$ cat src/rtl/pps_pkg.sv
package pps_pkg;
  typedef enum logic [2:0] {
    ST_SELECT = 3'd0,
    ST_PANEL  = 3'd1,
    ST_LVDS   = 3'd2,
    ST_BLVDD  = 3'd3,
    ST_PWM    = 3'd4,
    ST_BLEN   = 3'd5,
    ST_DONE   = 3'd6
  } step_e;

  localparam int N_TIMED   = 4;
  localparam int N_OPT     = 4;
  localparam int US_PER_MS = 1000;
endpackage

$ cat src/rtl/pps_deadline.sv
module pps_deadline #(
  parameter int TW = 32,
  parameter int DW = 8
) (
  input  logic          clk,
  input  logic          rst_n,
  input  logic          load,
  input  logic          no_wait,
  input  logic [DW-1:0] wait_ms,
  input  logic [TW-1:0] now,
  output logic          reached
);
  import pps_pkg::*;

  logic [TW-1:0] deadline_q;
  logic [TW-1:0] wait_us;
  logic [TW-1:0] diff;

  assign wait_us = no_wait ? '0 : TW'(wait_ms) * TW'(US_PER_MS);
  assign diff    = now - deadline_q;
  assign reached = ~diff[TW-1];

  always_ff @(posedge clk or negedge rst_n) begin
    if (!rst_n)    deadline_q <= '0;
    else if (load) deadline_q <= now + wait_us;
  end

  // a freshly loaded non-zero wait must not be expired one cycle later
  assert_wait_not_early_R2: assert property (@(posedge clk) disable iff (!rst_n)
    (load && !no_wait && wait_ms != '0) |=> !reached);
endmodule

$ cat src/rtl/pps_outputs.sv
module pps_outputs
  import pps_pkg::*;
#(
  parameter logic [7:0]  PWM_DUTY = 8'hDF,
  parameter logic [15:0] PWM_FREQ = 16'd32768,
  parameter logic [3:0]  PWM_DIV  = 4'd1
) (
  input  logic             clk,
  input  logic             rst_n,
  input  logic             fire,
  input  step_e            step,
  input  logic [N_OPT-1:0] fit,
  output logic             mux_strobe,
  output logic [N_OPT-1:0] opt_en,
  output logic             pwm_en,
  output logic [7:0]       pwm_duty,
  output logic [15:0]      pwm_freq,
  output logic [3:0]       pwm_div
);
  function automatic step_e opt_step(input int idx);
    case (idx)
      0:       return ST_PANEL;
      1:       return ST_LVDS;
      2:       return ST_BLVDD;
      default: return ST_BLEN;
    endcase
  endfunction

  logic [N_OPT-1:0] en_q;

  for (genvar i = 0; i < N_OPT; i++) begin : g_opt
    always_ff @(posedge clk or negedge rst_n) begin
      if (!rst_n)                                        en_q[i] <= 1'b0;
      else if (fire && step == opt_step(i) && fit[i])    en_q[i] <= 1'b1;
    end

    assert_sticky_R8: assert property (@(posedge clk) disable iff (!rst_n)
      en_q[i] |=> en_q[i]);
    assert_unfit_hold_R4: assert property (@(posedge clk) disable iff (!rst_n)
      (fire && !fit[i]) |=> (en_q[i] == $past(en_q[i])));
  end

  always_ff @(posedge clk or negedge rst_n) begin
    if (!rst_n) begin
      mux_strobe <= 1'b0;
      pwm_en     <= 1'b0;
    end else begin
      mux_strobe <= fire && step == ST_SELECT;
      if (fire && step == ST_PWM) pwm_en <= 1'b1;
    end
  end

  assign opt_en   = en_q;
  assign pwm_duty = pwm_en ? PWM_DUTY : 8'd0;
  assign pwm_freq = pwm_en ? PWM_FREQ : 16'd0;
  assign pwm_div  = pwm_en ? PWM_DIV  : 4'd0;

  assert_strobe_single_R1: assert property (@(posedge clk) disable iff (!rst_n)
    mux_strobe |=> !mux_strobe);
  assert_pwm_sticky_R8: assert property (@(posedge clk) disable iff (!rst_n)
    pwm_en |=> pwm_en);
endmodule

$ cat src/rtl/panel_pwr_seq.sv
module panel_pwr_seq
  import pps_pkg::*;
#(
  parameter int TW = 32,
  parameter int DW = 8
) (
  input  logic                  clk,
  input  logic                  rst_n,
  input  logic                  start,
  input  logic                  run_all,
  input  logic                  poll,
  input  logic [TW-1:0]         us_now,
  input  logic [N_TIMED*DW-1:0] delay_ms,
  input  logic [N_OPT-1:0]      fit,
  output logic                  mux_sel_strobe,
  output logic                  panel_pwr_en,
  output logic                  lvds_run,
  output logic                  bl_pwr_en,
  output logic                  bl_pwm_en,
  output logic [7:0]            bl_pwm_duty,
  output logic [15:0]           bl_pwm_freq,
  output logic [3:0]            bl_pwm_div,
  output logic                  bl_en,
  output logic                  busy,
  output logic                  done
);
  localparam int IW = $clog2(N_TIMED);

  step_e                  step_q;
  step_e                  cur_step;
  logic                   busy_q, done_q;
  logic [N_TIMED*DW-1:0]  dly_q;
  logic [N_OPT-1:0]       fit_q;
  logic                   accept, advance, fire, reached, no_wait;
  logic [DW-1:0]          sel_wait;
  logic [IW-1:0]          dly_idx;
  logic [N_OPT-1:0]       opt_en;

  assign accept   = start && !busy_q && !done_q;
  assign advance  = busy_q && reached && (run_all || poll);
  assign fire     = accept || advance;
  assign cur_step = accept ? ST_SELECT : step_q;
  assign no_wait  = int'(cur_step) >= N_TIMED;
  assign dly_idx  = step_q[IW-1:0];
  assign sel_wait = accept ? delay_ms[DW-1:0] : dly_q[dly_idx*DW +: DW];

  always_ff @(posedge clk or negedge rst_n) begin
    if (!rst_n) begin
      step_q <= ST_SELECT;
      busy_q <= 1'b0;
      done_q <= 1'b0;
      dly_q  <= '0;
      fit_q  <= '0;
    end else if (accept) begin
      step_q <= ST_PANEL;
      busy_q <= 1'b1;
      dly_q  <= delay_ms;
      fit_q  <= fit;
    end else if (advance) begin
      if (step_q == ST_BLEN) begin
        step_q <= ST_DONE;
        busy_q <= 1'b0;
        done_q <= 1'b1;
      end else begin
        step_q <= step_e'(step_q + 3'd1);
      end
    end
  end

  pps_deadline #(.TW(TW), .DW(DW)) u_deadline (
    .clk     (clk),
    .rst_n   (rst_n),
    .load    (fire),
    .no_wait (no_wait),
    .wait_ms (sel_wait),
    .now     (us_now),
    .reached (reached)
  );

  pps_outputs u_outputs (
    .clk        (clk),
    .rst_n      (rst_n),
    .fire       (fire),
    .step       (cur_step),
    .fit        (fit_q),
    .mux_strobe (mux_sel_strobe),
    .opt_en     (opt_en),
    .pwm_en     (bl_pwm_en),
    .pwm_duty   (bl_pwm_duty),
    .pwm_freq   (bl_pwm_freq),
    .pwm_div    (bl_pwm_div)
  );

  assign panel_pwr_en = opt_en[0];
  assign lvds_run     = opt_en[1];
  assign bl_pwr_en    = opt_en[2];
  assign bl_en        = opt_en[3];
  assign busy         = busy_q;
  assign done         = done_q;

  assert_step_order_R1: assert property (@(posedge clk) disable iff (!rst_n)
    (step_q != $past(step_q)) |-> (step_q == step_e'($past(step_q) + 3'd1)));
  assert_done_idle_R7: assert property (@(posedge clk) disable iff (!rst_n)
    done_q |-> !busy_q);
  assert_done_hold_R7: assert property (@(posedge clk) disable iff (!rst_n)
    done_q |=> (done_q && $stable(opt_en)));
  assert_busy_from_start_R11: assert property (@(posedge clk) disable iff (!rst_n)
    $rose(busy_q) |-> $past(start));
  assert_blen_after_pwm_R3: assert property (@(posedge clk) disable iff (!rst_n)
    $rose(bl_en) |-> $past(bl_pwm_en));
endmodule

$ cat config.mk
export PLATFORM = sky130hd
export DESIGN_NAME = panel_pwr_seq
export DESIGN_NICKNAME = d
export VERILOG_FILES = /design/src/rtl/pps_pkg.sv /design/src/rtl/pps_deadline.sv /design/src/rtl/pps_outputs.sv /design/src/rtl/panel_pwr_seq.sv
export SDC_FILE = /design/constraint.sdc
export NUM_CORES = 1
export LEC_CHECK = 0
export CORE_MARGIN = 10
export CORE_UTILIZATION = 50
export CTS_CLUSTER_DIAMETER = 40
export CTS_CLUSTER_SIZE = 16
export DETAILED_ROUTE_END_ITERATION = 6
export DONT_BUFFER_PORTS = 1
export SLEW_MARGIN = 5
export SYNTH_ARGS = -nofsm -noshare
export SYNTH_HDL_FRONTEND = slang
export SYNTH_HIERARCHICAL = 1
export SYNTH_SLANG_ARGS = --single-unit
$ cat constraint.sdc
create_clock -name clk -period 9.5 [get_ports clk]
set_input_delay 0.475 -clock clk [delete_from_list [all_inputs] [get_ports clk]]
set_output_delay 0.475 -clock clk [all_outputs]
set_load 0.02 [all_outputs]
==> flow_summary.json <==
{
  "wire_per_inst_um": 16.1,
  "avgSynthCellArea_um2": 8.68,
  "area_growth_pct": 4.53,
  "first_iter_violations": 274,
  "slew_viol_final": 0,
  "ys_dominant_reg_cell": "dfrtp_1",
  "clock-sinks": 79,
  "drtPass1Iterations": 7,
  "synth_seq_cells": 79,
  "timing.rr.start": "busy",
  "grt_pass1_vias": 5168,
  "wl_met1_um": 7270,
  "grt_pass1_wl_um": 25600,
  "ant_nets": 0,
  "grt_usage": 0.169,
  "io_pins": 109,
  "synth_cells": 783,
  "end_kind": "flop",
  "maxCapViolations": 0,
  "clk_latency_ns": 0.35,
  "num_antenna_cells": 0,
  "synth_top_area_frac": 0.291,
  "dp_hpwl_um": 11800,
  "grt_max_degree": 80,
  "die_w_um": 137,
  "reg2reg_depth": 24,
  "synth_area_um2": 6800,
  "num-fill-cells": 1244,
  "worstPathArrival_ns": 8.02,
  "post_cts_resized": 0,
  "fin_skew_ns": 0.00750,
  "final_nets": 943,
  "viasPerCell": 5.41,
  "timing.hold.ws_ns": 0.0151,
  "worstSetupPathType": "flop to flop",
  "regToRegSetupSlack_ns": 1.75,
  "hold_class": "input pin to asynchronous set/reset pin",
  "ys_seq_area_frac": 0.291,
  "synth_edf_count": 0,
  "required_ns": 9.76,
  "fmax_mhz": 129,
  "synthTopCellsByCount": "157 x nand2_1, 85 x ha_1, 79 x dfrtp_1",
  "worst_r2r_endpoint": "u_deadline/deadline_q[24]",
  "crit_fanout": 23,
  "path_clk_slew_ns": 0.06,
  "worstMarginPinSlew_ns": 1.26,
  "synth-async-reset-ratio": 1.00,
  "fp.dieH_um": 137,
  "finalSetupViolCount": 0,
  "dieArea_um2": 18700,
  "cts_tree": "built",
  "layout_setup_ws_ns": 1.75,
  "ys.warnings.count": 6,
  "core-area_um2": 13300,
  "layout-drive-gt1-share": 0.0677,
  "synth.area.top_cells": "dfrtp_1 29%, ha_1 16%, nand2_1 8.7%",
  "topRoutingLayerUsed": "met4",
  "wl_met2_um": 6960,
  "gp_congestion": 0.834,
  "rsz0062_at_grt": "false",
  "synth_top_cell_by_area": "dfrtp_1",
  "synth.distinct_cells": 68,
  "grt_overflow_total": 0,
  "finalWirelength_um": 15200,
  "clk_path_buf_depth": 2,
  "hold_violations": 0,
  "antenna_found_initial": 0,
  "slew_headroom": 0.149,
  "htree_num_levels": 3,
  "tns_ns": 0,
  "crit_start": "busy",
  "synth_most_common_cell": "nand2_1",
  "cp-start-kind": "flop",
  "dp_worst_setup_slack_ns": 1.77,
  "start_util": 0.511,
  "drc": 0,
  "numCtsBuffers": 9,
  "rows": 42,
  "status": "completed",
  "vias": 5109,
  "fin_crit_sh": 0.816,
  "portBuffers": 0,
  "min_period_ns": 7.75,
  "cts_root_buf": "clkbuf_16",
  "dpl_cell_area_um2": 6770,
  "wl_met3_um": 878,
  "design_area_um2": 7100
}
layout by cell type, fill, tap and decap left out, types with 9 or more instances in the layout:
master / instances
a21oi_1: 30
nor2b_1: 9
clkbuf_16: 9
inv_1: 78
dfrtp_1: 78
ha_1: 85
nor2_1: 47
o21ai_0: 40
nand2_1: 156
conb_1: 19
nand3_1: 14
a21o_1: 11
a31oi_1: 14
nor3_1: 9
fa_1: 22
xnor2_1: 11
registers in the layout, indices dropped and copies added (netlist names), 3 cells and up:
| signal | count |
|---|---|
| u_deadline/deadline_q | 32 |
| fit_q | 4 |
| step_q | 3 |
| u_outputs/opt_en | 4 |
| dly_q | 32 |
critical path, stage by stage, from the launching register on:
cell and delay [ns]:
dfrtp_1 0.51, nor3b_2 0.76, buf_4 0.39, nand2_1 0.11, nand2_1 0.26, fa_1 0.52, xor2_1 0.17, ha_1 0.30
fa_1 0.50, inv_1 0.05, fa_1 0.50, inv_1 0.04, ha_1 0.29, inv_1 0.11, o21a_1 0.19, o21bai_1 0.12
a41oi_1 0.27, mux2_2 0.38, ha_1 0.38, a21o_1 0.19, a211oi_1 0.28, a21oi_1 0.10, a21oi_1 0.78, o21ai_0 0.21
a31oi_1 0.22
metal layers:
layer	global-route usage	up-vias
li1	-	2585
met2	0.264	107
met3	0.0433	9
met4	0.0391	0
met5	0	-
met1	0.229	2408
cell families (layout without fill, tap and decap cells):
kind of cell / Yosys count / in the layout / share of synthesized area
muxes: 19 / 19 / 0.0440
DFF: 79 / 79 / 0.291
and+or+nand+nor: 290 / 290 / 0.196
adders and majority gates: 107 / 107 / 0.221
xor gates and xnor gates: 16 / 16 / 0.0206
other: 1 / 19 / 0.000552
AOI/OAI and AO/OA: 140 / 140 / 0.133
buffers and inverters: 131 / 98 / 0.0941
repair_timing:
item / 4_1_cts / 5_1_grt
hold buffers: 1 / 0
hold endpoints to repair: 79 / 0
setup endpoints to repair: 0 / 0
buffers inserted: 0 / 0
metrics by stage:
| stage | util | cells |
|---|---|---|
| 5_1_grt | 0.534 | 944 |
| 2_1_floorplan | - | 801 |
| 3_5_place_dp | 0.509 | 927 |
| 6_report | 0.534 | 944 |
| 3_3_place_gp | 0.509 | 927 |
| 4_1_cts | 0.534 | 944 |
cell type report:
| class | instances | area, µm² | share of cell area |
|---|---|---|---|
| Clock buffer | 11 | 243 | 0.0342 |
| Clock inverter | 5 | 65.1 | 0.00916 |
| Inverter | 78 | 293 | 0.0412 |
| Multi-Input combinational cell | 591 | 4250 | 0.599 |
| Sequential cell | 79 | 1980 | 0.278 |
| Tap cell | 176 | 220 | 0.0310 |
| Timing Repair Buffer | 4 | 50.0 | 0.00705 |
worst max-delay path by stage:
stage | endpoint | depth (start not counted)
floorplan | u_deadline/deadline_q[29] | 23
global placement | u_deadline/deadline_q[22] | 24
detailed placement | u_deadline/deadline_q[24] | 24
CTS | u_deadline/deadline_q[24] | 24
global route | u_deadline/deadline_q[24] | 23
finish | u_deadline/deadline_q[24] | 24
Power is left out: the tool's default activity adds up to more than one toggle a clock period on the data nets, which glitch-free logic cannot reach.
